$ cat src/rtl/ccsr_pkg.sv
package ccsr_pkg;

  typedef enum logic [1:0] {
    CMD_NONE  = 2'd0,
    CMD_WRSW  = 2'd1,
    CMD_CCON  = 2'd2,
    CMD_CCOFF = 2'd3
  } cmd_e;

  // true when two or more of the three command strobes are raised
  function automatic logic strobe_clash(input logic a, input logic b, input logic c);
    return (a & b) | (a & c) | (b & c);
  endfunction

  // single-strobe decode; a clash maps to no command
  function automatic cmd_e decode_cmd(input logic wr, input logic on, input logic off);
    if (strobe_clash(wr, on, off)) return CMD_NONE;
    if (wr)  return CMD_WRSW;
    if (on)  return CMD_CCON;
    if (off) return CMD_CCOFF;
    return CMD_NONE;
  endfunction

  // high-phase flag choice: latch from shadow wins over ALU
  function automatic logic [3:0] pick_status_flags(input cmd_e cmd, input logic [3:0] cur,
                                                   input logic [3:0] shd, input logic alu_we,
                                                   input logic [3:0] alu);
    if (cmd == CMD_CCON) return shd;
    if (alu_we)          return alu;
    return cur;
  endfunction

endpackage

$ cat src/rtl/ccsr_strobe_guard.sv
module ccsr_strobe_guard
  import ccsr_pkg::*;
(
  input  logic clk,
  input  logic rst_n,
  input  logic wr_sw,
  input  logic cc_on,
  input  logic cc_off,
  output cmd_e cmd,
  output logic clash
);

  assign clash = strobe_clash(wr_sw, cc_on, cc_off);
  assign cmd   = decode_cmd(wr_sw, cc_on, cc_off);

  // a clash never produces a command
  a_r10_clash_no_cmd: assert property (@(posedge clk) disable iff (!rst_n)
    clash |-> (cmd == CMD_NONE));

endmodule

$ cat src/rtl/ccsr_enable_latch.sv
module ccsr_enable_latch
  import ccsr_pkg::*;
(
  input  logic clk,
  input  logic rst_n,
  input  cmd_e cmd,
  output logic en_q,
  output logic fb_en
);

  always_ff @(posedge clk) begin
    if (!rst_n)                en_q <= 1'b1;
    else if (cmd == CMD_CCON)  en_q <= 1'b1;
    else if (cmd == CMD_CCOFF) en_q <= 1'b0;
  end

  // feedback enable for the falling phase of this cycle
  always_comb begin
    unique case (cmd)
      CMD_CCON:  fb_en = 1'b1;
      CMD_CCOFF: fb_en = 1'b0;
      default:   fb_en = en_q;
    endcase
  end

  a_r4_on_sets: assert property (@(posedge clk) disable iff (!rst_n)
    (cmd == CMD_CCON) |=> en_q);
  a_r7_off_clears: assert property (@(posedge clk) disable iff (!rst_n)
    (cmd == CMD_CCOFF) |=> !en_q);

endmodule

$ cat src/rtl/ccsr_status_reg.sv
module ccsr_status_reg
  import ccsr_pkg::*;
#(
  parameter int FLAG_W = 4
) (
  input  logic              clk,
  input  logic              rst_n,
  input  logic              hold,
  input  cmd_e              cmd,
  input  logic [FLAG_W-1:0] shd_flags,
  input  logic              alu_we,
  input  logic [FLAG_W-1:0] alu_flags,
  output logic [FLAG_W-1:0] flags_q,
  output logic [FLAG_W-1:0] flags_nx
);

  always_comb begin
    if (hold) flags_nx = flags_q;
    else      flags_nx = pick_status_flags(cmd, flags_q, shd_flags, alu_we, alu_flags);
  end

  always_ff @(posedge clk) begin
    if (!rst_n) flags_q <= '0;
    else        flags_q <= flags_nx;
  end

  a_r4_latch_shadow: assert property (@(posedge clk) disable iff (!rst_n)
    (!hold && cmd == CMD_CCON) |=> (flags_q == $past(shd_flags)));
  a_r9_alu_update: assert property (@(posedge clk) disable iff (!rst_n)
    (!hold && cmd != CMD_CCON && alu_we) |=> (flags_q == $past(alu_flags)));

endmodule

$ cat src/rtl/ccsr_shadow_reg.sv
module ccsr_shadow_reg
  import ccsr_pkg::*;
#(
  parameter int DATA_W = 16,
  parameter int FLAG_W = 4
) (
  input  logic              clk,
  input  logic              rst_n,
  input  logic              hold,
  input  cmd_e              cmd,
  input  logic [DATA_W-1:0] gpr,
  input  logic              fb_en,
  input  logic [FLAG_W-1:0] st_flags_nx,
  output logic [DATA_W-1:0] word_q
);

  localparam int LO_W = DATA_W - FLAG_W;

  logic [DATA_W-1:0] word_nx;

  always_comb begin
    word_nx = word_q;
    if (!hold) begin
      if (cmd == CMD_WRSW) word_nx = gpr;
      else if (fb_en)      word_nx = {st_flags_nx, word_q[LO_W-1:0]};
    end
  end

  always_ff @(posedge clk) begin
    if (!rst_n) word_q <= '0;
    else        word_q <= word_nx;
  end

  a_r2_write_word: assert property (@(posedge clk) disable iff (!rst_n)
    (!hold && cmd == CMD_WRSW) |=> (word_q == $past(gpr)));
  a_r3_feedback_low_kept: assert property (@(posedge clk) disable iff (!rst_n)
    (!hold && cmd == CMD_NONE) |=> $stable(word_q[LO_W-1:0]));
  a_r7_no_feedback: assert property (@(posedge clk) disable iff (!rst_n)
    (!hold && !fb_en && cmd != CMD_WRSW) |=> $stable(word_q));

endmodule

$ cat src/rtl/ccsr_ctrl.sv
module ccsr_ctrl
  import ccsr_pkg::*;
#(
  parameter int DATA_W = 16,
  parameter int FLAG_W = 4
) (
  input  logic              clk,
  input  logic              rst_n,
  input  logic              wr_sw_i,
  input  logic              cc_on_i,
  input  logic              cc_off_i,
  input  logic              rd_stat_i,
  input  logic [DATA_W-1:0] gpr_i,
  input  logic              alu_we_i,
  input  logic [FLAG_W-1:0] alu_flags_i,
  output logic [DATA_W-1:0] status_o,
  output logic [DATA_W-1:0] shadow_o,
  output logic [DATA_W-1:0] rd_data_o,
  output logic              xfer_en_o,
  output logic              strobe_err_o
);

  localparam int LO_W = DATA_W - FLAG_W;

  cmd_e              cmd;
  logic              clash;
  logic              en_q;
  logic              fb_en;
  logic [FLAG_W-1:0] st_flags_q;
  logic [FLAG_W-1:0] st_flags_nx;
  logic [DATA_W-1:0] shd_q;

  ccsr_strobe_guard u_guard (
    .clk    (clk),
    .rst_n  (rst_n),
    .wr_sw  (wr_sw_i),
    .cc_on  (cc_on_i),
    .cc_off (cc_off_i),
    .cmd    (cmd),
    .clash  (clash)
  );

  ccsr_enable_latch u_en (
    .clk   (clk),
    .rst_n (rst_n),
    .cmd   (cmd),
    .en_q  (en_q),
    .fb_en (fb_en)
  );

  ccsr_status_reg #(.FLAG_W(FLAG_W)) u_status (
    .clk       (clk),
    .rst_n     (rst_n),
    .hold      (clash),
    .cmd       (cmd),
    .shd_flags (shd_q[DATA_W-1:LO_W]),
    .alu_we    (alu_we_i),
    .alu_flags (alu_flags_i),
    .flags_q   (st_flags_q),
    .flags_nx  (st_flags_nx)
  );

  ccsr_shadow_reg #(.DATA_W(DATA_W), .FLAG_W(FLAG_W)) u_shadow (
    .clk         (clk),
    .rst_n       (rst_n),
    .hold        (clash),
    .cmd         (cmd),
    .gpr         (gpr_i),
    .fb_en       (fb_en),
    .st_flags_nx (st_flags_nx),
    .word_q      (shd_q)
  );

  assign status_o     = {st_flags_q, {LO_W{1'b0}}};
  assign shadow_o     = shd_q;
  assign rd_data_o    = rd_stat_i ? status_o : '0;
  assign xfer_en_o    = en_q;
  assign strobe_err_o = clash;

  a_r10_state_frozen: assert property (@(posedge clk) disable iff (!rst_n)
    strobe_err_o |=> ($stable(status_o) && $stable(shadow_o) && $stable(xfer_en_o)));
  a_r3_flags_follow: assert property (@(posedge clk) disable iff (!rst_n)
    (xfer_en_o && !wr_sw_i && !cc_on_i && !cc_off_i)
      |=> (shadow_o[DATA_W-1:LO_W] == status_o[DATA_W-1:LO_W]));
  a_r11_low_zero: assert property (@(posedge clk) disable iff (!rst_n)
    status_o[LO_W-1:0] == '0);

endmodule

$ cat config.mk
export PLATFORM = sky130hd
export DESIGN_NAME = ccsr_ctrl
export DESIGN_NICKNAME = d
export VERILOG_FILES = /design/src/rtl/ccsr_pkg.sv /design/src/rtl/ccsr_strobe_guard.sv /design/src/rtl/ccsr_enable_latch.sv /design/src/rtl/ccsr_status_reg.sv /design/src/rtl/ccsr_shadow_reg.sv /design/src/rtl/ccsr_ctrl.sv
export SDC_FILE = /design/constraint.sdc
export NUM_CORES = 1
export LEC_CHECK = 0
export ABC_AREA = 1
export BUFFER_PORTS_ARGS = -buffer_cell sky130_fd_sc_hd__buf_2
export CAP_MARGIN = 10
export CORE_UTILIZATION = 42
export DETAILED_ROUTE_END_ITERATION = 10
export PLACE_DENSITY_LB_ADDON = 0.25
export SYNTH_ARGS = -nofsm -noshare
export SYNTH_HDL_FRONTEND = slang
export SYNTH_SLANG_ARGS = --single-unit
$ cat constraint.sdc
create_clock -name clk -period 1.45 [get_ports clk]
set_input_delay 0.29 -clock clk [delete_from_list [all_inputs] [get_ports clk]]
set_output_delay 0.29 -clock clk [all_outputs]
set_load 0.05 [all_outputs]
# Word level (Yosys, flattened, before mapping)
# Index checks and enable logic that the tools add are counted.
# word_totals
word_cells	50
reg_bits	21
in_bits	27
# classes
eq_ne	3
n_reduce_logical	4
n_mux	32
n_bitwise	7
# op_table
operator	n
$mux W16	3
$mux W4	5
$mux W2	8
$mux W1	15
$eq A2 B2 Y1 const B	2
$reduce_and A2 Y1	2
$and A1 B1 Y1	3
$eq A2 B1 Y1 const B	1
$not A1 Y1	2
$or A1 B1 Y1	2
$pmux W1 S2	1
$reduce_bool A2 Y1	1
$reduce_or A2 Y1	1

# Longest topological paths before layout
# Gate-level depths: netlist of the first run.
# logic_depth
word_depth	24
ltp_mapped	9

# Modules after synthesis
# A second synthesis of the first run with hierarchy kept.
# hier_totals
hier_cells	198
hier_area_um2	1345.0
# modules_own_cells
module	area_each_um2	seq_area_each_um2	instances	cells_per_inst
ccsr_shadow_reg	758.2	320.3	1	98
ccsr_status_reg	276.5	80.1	1	51
ccsr_ctrl	214.0	0.0	1	33
ccsr_enable_latch	51.3	20.0	1	7
ccsr_strobe_guard	45.0	0.0	1	9

# Worst setup path after synthesis of the first run
# OpenSTA, ideal clock, no wires.
# synth_timing
path_type	register -> output
start	register u_status.flags_q[3]
end	output port rd_data_o[15]
n_path_buf	0
arrival_ns	1.046
path_slack_ns	0.114
stages_incl_launch_ff	3
path_cell_list	dfxtp_1 -> nand2_1 -> inv_1
# synth_via
elab_chain_len	1
# synth_rtl
element	line	text
from (decl)	ccsr_status_reg.sv:13	output logic [FLAG_W-1:0] flags_q,
from (signal assigned)	ccsr_status_reg.sv:24	else flags_q <= flags_nx;
$mux W16	ccsr_ctrl.sv:76	assign rd_data_o = rd_stat_i ? status_o : '0;
to (decl)	ccsr_ctrl.sv:18	output logic [DATA_W-1:0] rd_data_o,
# No other way between the ends.

# Final worst setup path of the first run
# layout_timing
start	input port cc_on_i
end	output port strobe_err_o
# layout_via
elab_chain_len	3
# layout_rtl
element	line	text
from (decl)	ccsr_ctrl.sv:10	input logic cc_on_i,
$and A1 B1 Y1	ccsr_pkg.sv:12	return (a & b) | (a & c) | (b & c);
$or A1 B1 Y1	ccsr_pkg.sv:12	
$or A1 B1 Y1 *	ccsr_pkg.sv:12	
to (decl)	ccsr_ctrl.sv:20	output logic strobe_err_o
# Mark *: on every way between the ends. The rest lies on a longest branch, timed or not.

==> results.md, run 1 <==
* Outcome: finished, final reports clean
* FF+latch area at 420 µm²
* Post-layout util at 55.4%
* Clk sinks at 21
* Worst-case reg-to-reg path depth at 6
* Placed wire-length estimate at 1890 µm
* CTS resizes at 0
* GR Overflow Total at 0
* Residual DRC at 0
* Startpoint Class: input pin
* Antenna Nets Post-Route at 0
* TritonCTS clock tree: built
* RSZ-0062 raised after global routing: false
* Routed via count at 1131
* Clock skew at 0.00466 ns
* Die height at 55.1 µm
* Hold path startpoint: gpr_i[0]
* Die area at 3040 µm²
* Hold_buf cts at 0
* Largest net degree at the start of global routing at 19
* Number of buffers inserted by port buffering at 52
* Slew Viols, Final at 0
* # rows at 18
* Global-route wire length before repair at 3570 µm
* DR WL/cell at 9.33 µm
* Final Hold Viols at 0
* Max-cap violations at 0
* Hold path depth at 3
* Crit path kind: in -> out
* Nets at 257
* Top post-synthesis cells by count: nor2_1 (39), nand2_1 (27), buf_4 (25)
* Post-synth EDFFs at 0
* Die Wd at 55.1 µm
* Register area share after synthesis at 35.5%
* Core footprint at 2570 µm²
* LEAKAGE at 0.000828 µW
* WP data arrival at 1.06 ns
* Cell count after synthesis at 175
* Routability cong. at 0.752
* Yosys top cell by area: dfxtp_1
* VDD IR-drop max at 0.635 mV
* Multi-input gate area at 577 µm²
* Layout fillers at 277
* Worst min-delay path class: in -> reg
* Mapped Avg Cell Area at 6.77 µm²
* Pwr/cell area at 1070 nW/µm²
* Tmin final at 1.35 ns
* Clk_lat worst skew at 0.31 ns
* Max Root-Sink Buffers at 2
* H-tree levels at 1
* Post-Route WL at 2420 µm
* Layout area overhead at 20.1%
* Clock root buffer: clkbuf_4
* Worst reg2reg startpoint: u_shadow.word_q[15]
* Num CTS Buffers at 3
* Mapped cell area at 1180 µm²
* Ys flop type: dfxtp_1
* Total power draw at 1520 µW
* Hold Path End: u_shadow.word_q[0]
* Starting Density at 46.2%
* Fraction of registers with async set/reset at 0%
* Synthesized flop and latch total at 21
* Initial drt markers at 8
* Post-synth top area share at 35.5%
* Initial DRT Pass Iterations at 4
* Synth Warn # at 0
* F_max at 739 MHz
* Drt via density at 4.37
* Io pins at 77
* Vias in the first global route at 892
* Worst hold slack at 0.218 ns
* Setup crit end kind: output port
* R2R Setup Slk at 0.50 ns
* CP Max Fanout at 10
* Ant diodes at 0
* TNS Setup at 0 ns
* Post-CTS setup buffers at 0
* Netlist cell types at 16
* PnR worst setup slack at 0.0962 ns
* Share of layout cells above drive strength 1 at 31.4%
* CP Data Required Time at 1.16 ns
* GRT Overall Usage at 16.7%
* Place WS at 0.0995 ns
* Synth top area cells: dfxtp_1 (35%), buf_4 (16%), nor2_1 (12%)
* Setup Viol. Count Final at 0
* RR Endpoint: u_shadow.word_q[15]
* Top-count cell post-synth: nor2_1
* Fin crit share at 93.4%
* Clock Pin Slew Worst Setup and Hold Paths at 0.12 ns
* Initial antenna violation count at 0
[power breakdown]
part / internal, µW / switching [µW]
combinational: 123 / 455
clock: 105 / 188
sequential: 619 / 27.0
[through the flow]
step	std cells	cell area, µm²
finish	259	1420
global route	259	1420
CTS	259	1420
detailed placement	255	1390
global placement	255	1390
floorplan	198	1270
[kinds of logic (layout without fill, tap and decap cells)]
| group | after synthesis | count (layout) | synth area share (%) |
|---|---|---|---|
| and+or+nand+nor | 89 | 89 | 34.0 |
| buffers and inverters | 48 | 79 | 23.1 |
| DFF | 21 | 21 | 35.5 |
| AOI/OAI and AO/OA | 16 | 16 | 7.07 |
| other | 1 | 24 | 0.316 |
[state kept, by name, summed over array words and instances, names as in the netlist]
name              cells
u_shadow.word_q      16
u_en.en_q             1
u_status.flags_q      4
[placed cells by master, fill, tap and decap left out, drive strengths merged]
cell type	instances
buf	55
nor2	40
nand2	34
conb	24
dfxtp	21
inv	20
o21ai	16
nand3	11
nand4	4
clkbuf	3
clkinvlp	1
[critical path, cell delays in order]
cell and delay (ns):
buf_2 0.16, nor2_4 0.18, inv_2 0.06, nand2_4 0.13, inv_1 0.05, buf_2 0.20
[worst max-delay path by stage]
| stage | cells after the start | startpoint | slack, ns | end |
|---|---|---|---|---|
| floorplan | 2 | u_status.flags_q[3] | 0.11 | rd_data_o[15] |
| detailed placement | 6 | cc_on_i | 0.1 | strobe_err_o |
| CTS | 6 | cc_on_i | 0.1 | strobe_err_o |
| global placement | 6 | cc_on_i | 0.12 | strobe_err_o |
| global route | 3 | u_status.flags_q[0] | 0.03 | rd_data_o[12] |
| finish | 6 | cc_on_i | 0.1 | strobe_err_o |
[routing by layer]
| metal | vias up | part of all wire, % | global-route usage (%) |
|---|---|---|---|
| met4 | 0 | 0 | 3.75 |
| li1 | 597 | - | - |
| met5 | - | 0 | 0 |
| met1 | 474 | 47 | 20.2 |
| met2 | 60 | 45 | 28.9 |
| met3 | 0 | 8.6 | 4.92 |
[layout make-up]
type / count / share of cell area [%]
clock inverters: 1 / 0.528
flip-flops and latches: 21 / 29.6
well taps: 30 / 2.64
repair buffers: 55 / 19.9
multi-input cells: 129 / 40.5
inverters: 20 / 5.28
clock buffers: 3 / 1.58
Power figures use the tool's default switching activity.
==> inputs of run 2 (changes only) <==
==> constraint.sdc (replaced) <==
create_clock -name clk -period 1.52 [get_ports clk]
set_input_delay 0.304 -clock clk [delete_from_list [all_inputs] [get_ports clk]]
set_output_delay 0.304 -clock clk [all_outputs]
set_load 0.05 [all_outputs]
==> run 2 against run 1 <==
Flip-flop and latch count unchanged; critical path depth unchanged; first-iteration DRC count is 38% higher; final area shrank 1.3%; count of clock-buffer cells in the layout grew 1; utilization is 0.73 points lower; setup slack gained 0.021 ns; cell count shrank 0.77%; largest cell class unchanged; sequential share of layout area is 0.39 points higher.
==> results.md, run 2 (synthesis gave the netlist of run 1 again) <==
* Die Wd at 55.1 µm (unchanged)
* Setup crit end kind: output port
* Multi-input gate area at 577 µm² (unchanged)
* Core footprint at 2570 µm² (unchanged)
* CP Depth at 6 (unchanged)
* CP max stage delay at 0.20 ns (about the same)
* Clock skew at 0.00860 ns (+0.00394 ns)
* CP Data Required Time at 1.22 ns (+0.06 ns)
* Slew Viols, Final at 0 (unchanged)
* Biggest regs: u_shadow.word_q x16, u_status.flags_q x4, u_en.en_q x1
* F_max at 713 MHz
* Num CTS Buffers at 3 (unchanged)
* Crit path max-delay family: buffers and inverters
* Slowest CP cell: buf_2
* Clk_lat worst skew at 0.31 ns (about the same)
* Die area at 3040 µm² (unchanged)
* Placed wire-length estimate at 1910 µm (+0.71%)
* Pwr/cell area at 1020 nW/µm² (-4.0%)
* Outcome: finished, final reports clean
* TNS Setup at 0 ns (unchanged)
* Largest reg by FF count: u_shadow.word_q
* GRT Overall Usage at 16.8% (+0.13 points)
* Global-route wire length before repair at 3570 µm (+0.20%)
* R2R Setup Slk at 0.59 ns (+0.09 ns)
* LEAKAGE at 0.000820 µW (-0.98%)
* Initial antenna violation count at 0 (unchanged)
* Layout fillers at 297 (+7.2%)
* Tmin final at 1.40 ns
* Share of layout cells above drive strength 1 at 30.4% (-1.0 points)
* Max reg flops at 16 (unchanged)
* Residual DRC at 0 (unchanged)
* # rows at 18 (unchanged)
* Vias in the first global route at 874 (-2.0%)
* Final Hold Viols at 0 (unchanged)
* Max-cap violations at 0 (unchanged)
* Routed via count at 1141 (+0.88%)
* Initial drt markers at 11 (+3)
* Initial DRT Pass Iterations at 4 (unchanged)
* Clk sinks at 21 (unchanged)
* Routability cong. at 0.763 (+1.4%)
* GR Overflow Total at 0 (unchanged)
* Layout area overhead at 18.5%
* DR WL/cell at 9.45 µm (+1.2%)
* CP Max Fanout at 10 (unchanged)
* Worst min-delay path class: in -> reg
* Drt via density at 4.44 (+1.7%)
* Setup Viol. Count Final at 0 (unchanged)
* Startpoint Class: input pin
* Ant diodes at 0 (unchanged)
* TritonCTS clock tree: built
* VDD IR-drop max at 0.700 mV (+10%)
* CTS resizes at 0 (unchanged)
* Hold path startpoint: gpr_i[8]
* Worst-case reg-to-reg path depth at 6 (unchanged)
* Die height at 55.1 µm (unchanged)
* Clock root buffer: clkbuf_4
* Largest net degree at the start of global routing at 19 (unchanged)
* Worst hold slack at 0.242 ns (+0.0243 ns)
* WP data arrival at 1.10 ns (+0.04 ns)
* Starting Density at 46.2% (unchanged)
* Post-Route WL at 2430 µm (+0.46%)
* Io pins at 77 (unchanged)
* Hold Path End: u_shadow.word_q[8]
* Crit path kind: in -> out
* Design area at 1400 µm² (-1.3%)
* Hold path depth at 3 (unchanged)
* Nets at 255 (-0.78%)
* RR Endpoint: u_shadow.word_q[14]
* CP Buf/Inv Count at 4 (unchanged)
* Crit-path cells: buf_2, inv_1, nand2_2, nand2_4, inv_1, buf_2
* FF+latch area at 420 µm² (unchanged)
* Antenna Nets Post-Route at 0 (unchanged)
* Number of buffers inserted by port buffering at 52 (unchanged)
* Fin crit share at 92.3%
* Commonest non-fill, non-tap cell in the layout: buf_2
* Placed cell area at 1380 µm² (-1.1%)
* Post-CTS setup buffers at 0 (unchanged)
* Most frequent cells in the layout: buf_2 (52), nor2_1 (39), nand2_1 (27), conb_1 (24), dfxtp_1 (21)
* Clock Pin Slew Worst Setup and Hold Paths at 0.12 ns (about the same)
* RSZ-0062 raised after global routing: false
* Max Root-Sink Buffers at 2 (unchanged)
* H-tree levels at 1 (unchanged)
* Hold_buf cts at 0 (unchanged)
* Worst reg2reg startpoint: u_shadow.word_q[14]
==> run 2: how the worst max path moves through the flow <==
| stage | slack (ns) | startpoint | to |
|---|---|---|---|
| after CTS | 0.13 | cc_on_i | strobe_err_o |
| after floorplan | 0.17 | u_status.flags_q[3] | rd_data_o[15] |
| final | 0.12 | wr_sw_i | strobe_err_o |
| after global placement | 0.13 | cc_on_i | strobe_err_o |
| after global routing | 0.06 | wr_sw_i | strobe_err_o |
| after detailed placement | 0.12 | wr_sw_i | u_shadow.word_q[14] |
==> run 2: area by class of cell <==
cell class / count / area share [%]
Tap cell: 30 / 2.67
Clock buffer: 4 / 1.87
Timing Repair Buffer: 53 / 19.1
Inverter: 20 / 5.35
Sequential cell: 21 / 29.9
Multi-Input combinational cell: 129 / 41.1
==> run 2: through the flow <==
stage / util [%] / cells / power [µW] / worst slack, ns
after CTS: 54.7 / 257 / 1450 / 0.127
after floorplan: - / 198 / 1110 / 0.170
after global routing: 54.7 / 257 / 1520 / 0.0551
final: 54.7 / 257 / 1440 / 0.117
after detailed placement: 53.7 / 253 / 1180 / 0.119
after global placement: 53.7 / 253 / 1180 / 0.134
==> run 2: per-layer routing <==
| metal | global-route usage (%) | vias to the layer above | wire length [µm] |
|---|---|---|---|
| met1 | 21.8 | 484 | 1080 |
| met3 | 6.01 | 0 | 252 |
| li1 | - | 596 | - |
| met2 | 27.9 | 61 | 1100 |
| met5 | 0 | - | 0 |
| met4 | 1.25 | 0 | 0 |
==> run 2: worst register-to-register path: cells and delay by family, from the launching register on <==
| kind | cells | cell delay (ns) |
|---|---|---|
| flops | 1 | 0.39 |
| simple gates | 6 | 0.49 |
==> run 2: report_power, final <==
group	switching, µW	internal (µW)	leakage, µW	total (µW)
clock	171	102	0.0000150	273
sequential	24.4	590	0.000173	615
combinational	435	115	0.000633	550
